$ cat config.mk
export PLATFORM = sky130hd
export DESIGN_NAME = strap_cfg_latch
export DESIGN_NICKNAME = d
export VERILOG_FILES = /design/src/rtl/strap_cfg_pkg.sv /design/src/rtl/strap_rst_sync.sv /design/src/rtl/strap_pin_sync.sv /design/src/rtl/strap_capture.sv /design/src/rtl/strap_cfg_latch.sv
export SDC_FILE = /design/constraint.sdc
export NUM_CORES = 1
export LEC_CHECK = 0
export ABC_CLOCK_PERIOD_IN_PS = 1650
export BUFFER_PORTS_ARGS = -buffer_cell sky130_fd_sc_hd__buf_2
export CORE_ASPECT_RATIO = 0.7
export CORE_MARGIN = 3
export CORE_UTILIZATION = 45
export DETAILED_ROUTE_END_ITERATION = 7
export PLACE_DENSITY = 0.67
export SLEW_MARGIN = 10
export SYNTH_ARGS = -nofsm -noshare
export SYNTH_HDL_FRONTEND = slang
export SYNTH_HIERARCHICAL = 1
export SYNTH_SLANG_ARGS = --single-unit
$ cat constraint.sdc
create_clock -name clk -period 1.65 [get_ports clk]
set_input_delay 0.0825 -clock clk [delete_from_list [all_inputs] [get_ports clk]]
set_output_delay 0.0825 -clock clk [all_outputs]
set_load 0.02 [all_outputs]
$ cat src/rtl/strap_cfg_pkg.sv
package strap_cfg_pkg;

  localparam int unsigned AID_W      = 2;
  localparam int unsigned MAX_ADDR_W = 64;

  typedef logic [MAX_ADDR_W-1:0] addr_vec_t;

  typedef struct packed {
    logic             tristate;
    logic             selftest;
    logic             no_mchk_obs;
    logic             no_binit_obs;
    logic [AID_W-1:0] agent_id;
    logic             illegal;
  } cfg_t;

  localparam cfg_t CFG_IDLE = '0;

  // Mask of the address pins that physically exist.
  function automatic addr_vec_t present_mask(int unsigned width);
    addr_vec_t m;
    m = '0;
    for (int unsigned i = 0; i < MAX_ADDR_W; i++) begin
      if (i < width) m[i] = 1'b1;
    end
    return m;
  endfunction

  // Mask of the address pins that are allowed to be low during reset.
  function automatic addr_vec_t allow_mask(int unsigned i_a, int unsigned i_b,
                                           int unsigned i_c);
    addr_vec_t m;
    m = '0;
    m[i_a] = 1'b1;
    m[i_b] = 1'b1;
    m[i_c] = 1'b1;
    return m;
  endfunction

  // Any existing, non-strap pin driven low.
  function automatic logic strap_violation(addr_vec_t addr_n, addr_vec_t allow,
                                           addr_vec_t present);
    return |(~addr_n & ~allow & present);
  endfunction

  // Full decode of one strap sample into configuration controls.
  function automatic cfg_t strap_decode(logic smi_n, logic [AID_W-1:0] breq_n,
                                        addr_vec_t addr_n, addr_vec_t present,
                                        int unsigned i_bist, int unsigned i_mchk,
                                        int unsigned i_binit);
    cfg_t c;
    c.tristate     = ~smi_n;
    c.selftest     = ~addr_n[i_bist];
    c.no_mchk_obs  = ~addr_n[i_mchk];
    c.no_binit_obs = ~addr_n[i_binit];
    c.agent_id     = ~breq_n;
    c.illegal      = strap_violation(addr_n, allow_mask(i_bist, i_mchk, i_binit),
                                     present);
    return c;
  endfunction

endpackage

$ cat src/rtl/strap_rst_sync.sv
// Reset synchronizer: asynchronous assert, STAGES-flop synchronous release,
// plus one extra flop to mark the single release cycle.
module strap_rst_sync #(
  parameter int unsigned STAGES = 2
) (
  input  logic clk,
  input  logic arst_n,
  output logic rst_sync_n,
  output logic release_pulse
);

  logic [STAGES-1:0] chain_q;
  logic              seen_q;

  always_ff @(posedge clk or negedge arst_n) begin
    if (!arst_n) chain_q <= '0;
    else         chain_q <= {chain_q[STAGES-2:0], 1'b1};
  end

  always_ff @(posedge clk or negedge arst_n) begin
    if (!arst_n) seen_q <= 1'b0;
    else         seen_q <= chain_q[STAGES-1];
  end

  assign rst_sync_n    = chain_q[STAGES-1];
  assign release_pulse = chain_q[STAGES-1] & ~seen_q;

endmodule

$ cat src/rtl/strap_pin_sync.sv
// Per-bit multi-flop synchronizer for strap pins; runs during reset so the
// pins are already settled when the release arrives.
module strap_pin_sync #(
  parameter int unsigned W      = 8,
  parameter int unsigned STAGES = 2
) (
  input  logic         clk,
  input  logic [W-1:0] pins,
  output logic [W-1:0] pins_sync
);

  logic [STAGES-1:0][W-1:0] pipe_q;

  for (genvar s = 0; s < STAGES; s++) begin : g_stage
    if (s == 0) begin : g_first
      always_ff @(posedge clk) pipe_q[0] <= pins;
    end else begin : g_next
      always_ff @(posedge clk) pipe_q[s] <= pipe_q[s-1];
    end
  end

  assign pins_sync = pipe_q[STAGES-1];

endmodule

$ cat src/rtl/strap_capture.sv
// Capture register: cleared by reset, loaded once on the release cycle.
module strap_capture
  import strap_cfg_pkg::*;
#(
  parameter int unsigned ADDR_W       = 16,
  parameter int unsigned IDX_BIST     = 3,
  parameter int unsigned IDX_NO_MCHK  = 9,
  parameter int unsigned IDX_NO_BINIT = 10
) (
  input  logic              clk,
  input  logic              arst_n,
  input  logic              load,
  input  logic              smi_n,
  input  logic [AID_W-1:0]  breq_n,
  input  logic [ADDR_W-1:0] addr_n,
  output cfg_t              cfg_next,
  output cfg_t              cfg_q
);

  localparam addr_vec_t PRESENT = present_mask(ADDR_W);

  addr_vec_t addr_ext;
  assign addr_ext = MAX_ADDR_W'(addr_n);

  always_comb begin
    cfg_next = strap_decode(smi_n, breq_n, addr_ext, PRESENT,
                            IDX_BIST, IDX_NO_MCHK, IDX_NO_BINIT);
  end

  always_ff @(posedge clk or negedge arst_n) begin
    if (!arst_n)   cfg_q <= CFG_IDLE;
    else if (load) cfg_q <= cfg_next;
  end

endmodule

$ cat src/rtl/strap_cfg_latch.sv
module strap_cfg_latch
  import strap_cfg_pkg::*;
#(
  parameter int unsigned ADDR_W       = 16,
  parameter int unsigned IDX_BIST     = 3,
  parameter int unsigned IDX_NO_MCHK  = 9,
  parameter int unsigned IDX_NO_BINIT = 10,
  parameter int unsigned RST_STAGES   = 2,
  parameter int unsigned PIN_STAGES   = 2
) (
  input  logic              clk,
  input  logic              rst_pin_n,
  input  logic              pwr_good,
  input  logic              smi_strap_n,
  input  logic [AID_W-1:0]  breq_n,
  input  logic [ADDR_W-1:0] addr_n,
  output logic              cfg_tristate,
  output logic              cfg_selftest,
  output logic              cfg_no_mchk_obs,
  output logic              cfg_no_binit_obs,
  output logic [AID_W-1:0]  cfg_agent_id,
  output logic              cfg_illegal
);

  localparam int unsigned STRAP_W = ADDR_W + AID_W + 1;

  // Either source forces reset; warm and cold resets are not told apart.
  logic arst_n;
  assign arst_n = rst_pin_n & pwr_good;

  logic rst_sync_n;
  logic release_pulse;

  strap_rst_sync #(.STAGES(RST_STAGES)) u_rst_sync (
    .clk           (clk),
    .arst_n        (arst_n),
    .rst_sync_n    (rst_sync_n),
    .release_pulse (release_pulse)
  );

  logic [STRAP_W-1:0] strap_raw;
  logic [STRAP_W-1:0] strap_sync;
  assign strap_raw = {smi_strap_n, breq_n, addr_n};

  strap_pin_sync #(.W(STRAP_W), .STAGES(PIN_STAGES)) u_pin_sync (
    .clk       (clk),
    .pins      (strap_raw),
    .pins_sync (strap_sync)
  );

  logic              sync_smi_n;
  logic [AID_W-1:0]  sync_breq_n;
  logic [ADDR_W-1:0] sync_addr_n;
  assign {sync_smi_n, sync_breq_n, sync_addr_n} = strap_sync;

  cfg_t cfg_next;
  cfg_t cfg_q;

  strap_capture #(
    .ADDR_W       (ADDR_W),
    .IDX_BIST     (IDX_BIST),
    .IDX_NO_MCHK  (IDX_NO_MCHK),
    .IDX_NO_BINIT (IDX_NO_BINIT)
  ) u_capture (
    .clk      (clk),
    .arst_n   (arst_n),
    .load     (release_pulse),
    .smi_n    (sync_smi_n),
    .breq_n   (sync_breq_n),
    .addr_n   (sync_addr_n),
    .cfg_next (cfg_next),
    .cfg_q    (cfg_q)
  );

  assign cfg_tristate     = cfg_q.tristate;
  assign cfg_selftest     = cfg_q.selftest;
  assign cfg_no_mchk_obs  = cfg_q.no_mchk_obs;
  assign cfg_no_binit_obs = cfg_q.no_binit_obs;
  assign cfg_agent_id     = cfg_q.agent_id;
  assign cfg_illegal      = cfg_q.illegal;

endmodule

; After elaboration in Yosys (flattened, before gate mapping)
; Index checks and enable logic that the tools add are counted.
[word_totals]
register_bits = 48
latch_bits = 0
ramBits = 0
rom_bits = 0
inputBits = 22
output_inout_bits = 7
elab_cells = 20
mem_count = 0
[op_classes]
add_sub_neg = 0
n_mul = 0
div = 0
order_cmp = 0
eq_ne = 0
n_shift = 0
n_mux = 0
bitwise = 9
reduce_logical = 1
[ops]
columns = operator, count
row1 = $not 16->16, 1
row2 = $reduce_or 13->1, 1
row3 = $not 1->1, 5
row4 = $and 1x1->1, 2
row5 = $not 2->2, 1

; Logic depth before layout (Yosys ltp)
; Gate-level depths: netlist (run 1).
[depth]
depth_word = 2
depth_mapped = 4
ltp_nobuf = 3

; Modules after synthesis
; The synthesis (run 1) kept the hierarchy.
[modules_own_cells]
columns = mod, instances, cells_per_inst, area_each_um2, seq_area_each_um2
row1 = strap_pin_sync, 1, 57, 903.4, 760.7
row2 = strap_capture, 1, 27, 314.1, 175.2
row3 = strap_rst_sync, 1, 5, 92.6, 75.1
row4 = strap_cfg_latch, 1, 1, 6.3, 0.0

; Worst setup path after synthesis (run 1)
; Ideal clock, no wire load.
[synth_path]
kind = register to register
from = register u_pin_sync.pipe_q, in the netlist u_pin_sync/pins_sync[5]
to = register u_capture/cfg_q[0] (netlist name)
setup_ns = 0.125
arrival_ns = 1.204
required_ns = 1.525
path_slack_ns = 0.321
stages_incl_launch_ff = 5
n_path_buf = 1
period_less_slack_ns = 1.329
path_cell_list = dfxtp_1 -> buf_4 -> nand4_1 -> or4_4 -> mux2_4
[synth_lines]
columns = element, line
row1 = from (decl), strap_pin_sync.sv:12  ; logic [STAGES-1:0][W-1:0] pipe_q;
row2 = "from (signal, indexed assignment)", strap_pin_sync.sv:18  ; always_ff @(posedge clk) pipe_q[s] <= pipe_q[s-1];

==> out/results.txt, run 1 <==
Via count = 618
Vias in the first global route = 565
Clk pin slew, worst setup/hold paths = 0.09 ns
Critical path class = reg2reg
Avg WL per Cell = 9.81 um
Min-delay worst type = reg2reg
# nets final = 147
Max layer used = met4
Global route overflow = 0
Detail Route Antenna Nets = 0
Synth warn = 6
Number of core rows = 15
Final hold violations = 0
Setup crit start kind = register
Core area = 2610 sq um
Min Hold Slack = 0.325 ns
Critical Path Start = u_pin_sync/pins_sync[5]$_DFF_P_
Die area = 3610 sq um
Total Power = 2230 uW
Fillers = 200
GRT Total Usage = 0.0969
Worst path arrival time = 1.47 ns
Commonest non-fill, non-tap cell in the layout = dfxtp_1
Worst path required time = 1.83 ns
Area growth syn-to-layout = 27.6%
Leak = 0.000772 uW
Root Driver = clkbuf_8
First-pass GRT wire length = 2450 um
Setup_tns = 0 ns
CP max FO = 1
Commonest non-fill, non-tap cells in the layout = 38 x dfxtp_1, 28 x buf_2, 21 x dlygate4sd3_1
Synthesized instance count = 89
First-pass DRT Iterations = 4
Max-Cap Viols = 0
Net Count, Synth = 111
I/O pin cnt = 29
Final design instance area without fill = 1680 sq um
Max VDD drop = 0.000854 V
CTS tree = yes
Met2 Wirelength = 699 um
Outcome = finished clean
H-tree levels = 2
Layout cells sized above 1 = 0.349
Hold Crit Start = u_pin_sync/pipe_q[14]$_DFF_P_
Die W = 70.6 um
Clock Skew = 0.00605 ns
Pwr/cell area = 1330 nW/um^2
TritonCTS buffer count = 5
Starting density of the core = 0.503
Final HPWL DP = 971 um
Final Slew Violations = 0
Number of diodes = 0
Post-synthesis area per instance = 14.7 sq um
CTS Sinks = 48
Met3 wire len = 132 um
Placed Instance Area = 1350 sq um
Setup repair bufs after CTS = 0
Peak Freq = 771 MHz
Clock buffer depth = 2
M1 WL = 723 um
Unrepaired setup endpoints after global routing = no
Initial antenna violation count = 0
Post-route clock period utilization = 0.786
Starting DRC count in detailed routing = 39
Endpoint class of the critical path = register
Final Core Density = 0.642
Port Buf Inserts = 28
Largest net degree at the start of global routing = 17
Clock insertion delay at the later pin of the skew report = 0.29 ns
Final setup vio count = 0
Drt drc = 0
Die Ht = 51.2 um
Cell area after synthesis = 1310 sq um
Drt via density = 3.86
RR Startpoint = u_pin_sync/pins_sync[5]$_DFF_P_
GP Congestion = 0.642
Cts hold-fix bufs = 21
Final Critical Period = 1.30 ns
Post-CTS resize count = 0
WL final = 1570 um
==> report_power, final <==
group / internal, uW / total, uW / leakage [uW] / switching (uW)
Sequential: 1240 / 1260 / 0.000441 / 23.1
Combinational: 84.5 / 146 / 0.000273 / 61.3
Clock: 456 / 821 / 0.0000583 / 366
Total: 1780 / 2230 / 0.000772 / 450
==> critical path, stage by stage, from the launching register on <==
cell and delay, ns:
dfxtp_1 0.33, nand4_1 0.09, or4_4 0.51, mux2_4 0.26
==> cell type report <==
| type | instances | area [sq um] | area share |
|---|---|---|---|
| clock buffers | 5 | 68.8 | 0.0411 |
| flip-flops and latches | 48 | 1010 | 0.603 |
| clock inverters | 3 | 47.5 | 0.0284 |
| multi-input cells | 16 | 136 | 0.0814 |
| inverters | 5 | 18.8 | 0.0112 |
| repair buffers | 49 | 350 | 0.209 |
| well taps | 34 | 42.5 | 0.0254 |
==> sequential cells by signal (all words and copies together), names as in the netlist <==
name,cells
u_pin_sync/pins_sync,19
u_pin_sync/pipe_q,19
u_capture/cfg_q,7
u_rst_sync/chain_q,2
u_rst_sync/seen_q,1
==> path summary, 6_finish.rpt <==
kind	to	slack, ns	cells after the start
min reg2reg	u_pin_sync/pins_sync[14]$_DFF_P_	0.33	0
min in group asynchronous	u_rst_sync/chain_q[0]$_DFF_PN0_	0.38	3
min	u_pin_sync/pins_sync[14]$_DFF_P_	0.33	0
max reg2reg	u_capture/cfg_q[0]$_DFFE_PN0P_	0.35	3
max	u_capture/cfg_q[0]$_DFFE_PN0P_	0.35	3
max in group asynchronous	u_capture/cfg_q[3]$_DFFE_PN0P_	0.44	4
==> per-stage QoR <==
stage / worst slack [ns] / instances
finish: 0.353 / 160
floorplan: 0.321 / 89
global placement: 0.389 / 131
CTS: 0.363 / 160
detailed placement: 0.379 / 131
global route: 0.301 / 160
==> layer usage <==
metal  global-route usage  vias up
met1                0.109      264
met4               0.0750        0
met2                0.138       25
met5                    0        -
li1                     -      327
met3               0.0511        2
Power figures use the tool's default switching activity.
==> inputs of run 2 (changes only) <==
--- a/config.mk
+++ b/config.mk
@@ -5,7 +5,7 @@
 export SDC_FILE = /design/constraint.sdc
 export NUM_CORES = 1
 export LEC_CHECK = 0
-export ABC_CLOCK_PERIOD_IN_PS = 1650
+export ABC_CLOCK_PERIOD_IN_PS = 1340
 export BUFFER_PORTS_ARGS = -buffer_cell sky130_fd_sc_hd__buf_2
 export CORE_ASPECT_RATIO = 0.7
 export CORE_MARGIN = 3
==> constraint.sdc (replaced) <==
create_clock -name clk -period 1.34 [get_ports clk]
set_input_delay 0.067 -clock clk [delete_from_list [all_inputs] [get_ports clk]]
set_output_delay 0.067 -clock clk [all_outputs]
set_load 0.02 [all_outputs]
==> run 2 against run 1 <==
Net effect:
- sequential share of layout area is essentially flat
- final area is essentially flat
- clock-buffer cell count is the same
- fmax shrank 0.69%
- combinational power grew 23%
- clock power grew 23%
- power grew 23%
- hold slack lost 0.0025 ns
- worst setup slack lost 0.32 ns
- register-to-register slack lost 0.32 ns
- via count shrank 1.3%
- core utilization is essentially flat
- critical path type unchanged
- highest routed layer unchanged
==> out/results.txt, run 2 (synthesized netlist as in run 1, its figures left out) <==
Post-Place Cells = 131 (unchanged)
Critical Path Start = u_pin_sync/pins_sync[1]$_DFF_P_
I/O pin cnt = 29 (unchanged)
Final design instance area without fill = 1680 sq um (about the same)
Max-Cap Viols = 0 (unchanged)
Final setup vio count = 0 (unchanged)
Reg2Reg Depth = 3 (unchanged)
Setup repair bufs after CTS = 0 (unchanged)
Met2 usage = 0.141 (+0.00311)
H-tree levels = 2 (unchanged)
Setup crit start kind = register
Largest net degree at the start of global routing = 17 (unchanged)
Vias in the first global route = 571 (+1.1%)
Total Power = 2740 uW (+23%)
WL final = 1540 um (-2.2%)
Worst path required time = 1.52 ns (-0.31 ns)
R2r endpoint = u_capture/cfg_q[0]$_DFFE_PN0P_
Die Ht = 51.2 um (unchanged)
Via count = 610 (-1.3%)
Leak = 0.000771 uW (-0.18%)
Drt via density = 3.81 (-1.3%)
# nets final = 147 (unchanged)
Final Critical Period = 1.31 ns (+0.00895 ns)
Commonest non-fill, non-tap cells in the layout = 37 x dfxtp_1, 28 x buf_2, 21 x dlygate4sd3_1
Port Buf Inserts = 28 (unchanged)
First-pass GRT wire length = 2420 um (-1.1%)
Max VDD drop = 0.00105 V (+23%)
GP Congestion = 0.642 (unchanged)
Peak Freq = 766 MHz (-0.69%)
CTS Sinks = 48 (unchanged)
Initial antenna violation count = 0 (unchanged)
Final hold violations = 0 (unchanged)
Crit path to = u_capture/cfg_q[0]$_DFFE_PN0P_
Non-Filler Instances = 160 (unchanged)
Global Route met1 Usage = 0.103 (-0.00627)
Root Driver = clkbuf_8
Post-route clock period utilization = 0.974 (+0.188)
Number of core rows = 15 (unchanged)
Unrepaired setup endpoints after global routing = yes
Commonest non-fill, non-tap cell in the layout = dfxtp_1
Final HPWL DP = 971 um (unchanged)
TritonCTS buffer count = 5 (unchanged)
Number of diodes = 0 (unchanged)
First-pass DRT Iterations = 3 (-1)
CTS tree = yes
Endpoint class of the critical path = register
Critical path class = reg2reg
Clock buffer depth = 2 (unchanged)
Placed Instance Area = 1350 sq um (unchanged)
GRT Total Usage = 0.0956 (-0.00129)
CP max-delay cell = or4_4
Pwr/cell area = 1630 nW/um^2 (+23%)
Global route overflow = 0 (unchanged)
Outcome = finished clean
Min-delay worst type = in2async
Detail Route Antenna Nets = 0 (unchanged)
Layout cells sized above 1 = 0.357 (+0.00794)
Starting DRC count in detailed routing = 41 (+5.1%)
Clock Skew = 0.00553 ns (-0.000527 ns)
CP max FO = 1 (unchanged)
Drt drc = 0 (unchanged)
Clk pin slew, worst setup/hold paths = 0.09 ns (about the same)
Core area = 2610 sq um (unchanged)
RR Startpoint = u_pin_sync/pins_sync[1]$_DFF_P_
Starting density of the core = 0.503 (unchanged)
Slowest stage delay, CP = 0.53 ns (+0.02 ns)
Area growth syn-to-layout = 27.7% (about the same)
Final Slew Violations = 0 (unchanged)
Reg2reg setup slack = 0.03 ns (-0.32 ns)
CP cell instances = nand4_1, or4_4, mux2_4
Gr busiest metal = met2
Worst path arrival time = 1.48 ns (about the same)
Clock insertion delay at the later pin of the skew report = 0.29 ns (about the same)
Die area = 3610 sq um (unchanged)
Die W = 70.6 um (unchanged)
Avg WL per Cell = 9.59 um (-2.2%)
Min Hold Slack = 0.323 ns (-0.00254 ns)
Met3 Resource Use GR = 0.0511 (unchanged)
==> run 2: cell counts in the layout (fill, tap and decap cells not counted) <==
Identical to the previous run, type by type.
==> run 2: metrics by stage <==
step                      setup TNS (ns)   util  setup slack [ns]
final                                  0  0.643            0.0344
after CTS                              0  0.642            0.0532
after global routing            -0.00196  0.643          -0.00196
after global placement                 0  0.517            0.0786
after detailed placement               0  0.517            0.0687
after floorplan                        0      -            0.0108
==> run 2: final cells by class <==
| type | instances | area (sq um) |
|---|---|---|
| Clock inverter | 3 | 47.5 |
| Sequential cell | 48 | 1010 |
| Fill cell | 198 | 932 |
| Tap cell | 34 | 42.5 |
| Timing Repair Buffer | 49 | 350 |
| Inverter | 5 | 18.8 |
| Clock buffer | 5 | 68.8 |
| Multi-Input combinational cell | 16 | 136 |
==> run 2: what timing repair did <==
item / CTS / global route
endpoints found under the setup margin: 0 / 1
hold buffers: 21 / 0
resized for setup: 0 / 1
endpoints found under the hold margin: 29 / 0
==> run 2: worst min-delay path by stage <==
stage / startpoint / end / slack, ns / cells past startpoint
global placement: pwr_good / u_capture/cfg_q[3]$_DFFE_PN0P_ / 0.13 / 2
floorplan: pwr_good / u_capture/cfg_q[0]$_DFFE_PN0P_ / -0.01 / 1
finish: pwr_good / u_rst_sync/chain_q[0]$_DFF_PN0_ / 0.32 / 3
detailed placement: pwr_good / u_capture/cfg_q[1]$_DFFE_PN0P_ / 0.12 / 2
global route: u_pin_sync/pipe_q[14]$_DFF_P_ / u_pin_sync/pins_sync[14]$_DFF_P_ / 0.33 / 0
CTS: pwr_good / u_rst_sync/chain_q[0]$_DFF_PN0_ / 0.33 / 3
==> run 2: power by group <==
part / switching, uW / total (uW) / internal (uW) / leakage [uW]
registers: 27.8 / 1550 / 1520 / 0.000441
logic: 75.0 / 179 / 104 / 0.000271
clock network: 448 / 1010 / 561 / 0.0000583
==> run 2: worst max-delay path, delay by kind of cell (launching register included) <==
kind	cells	cell delay (ns)
flops	1	0.32
mux	1	0.26
simple gates	2	0.62
==> run 2: per-layer routing <==
metal | part of all wire | vias up
met5 | 0 | -
met4 | 0.0091 | 0
met3 | 0.087 | 2
met2 | 0.45 | 19
met1 | 0.45 | 261
li1 | - | 328
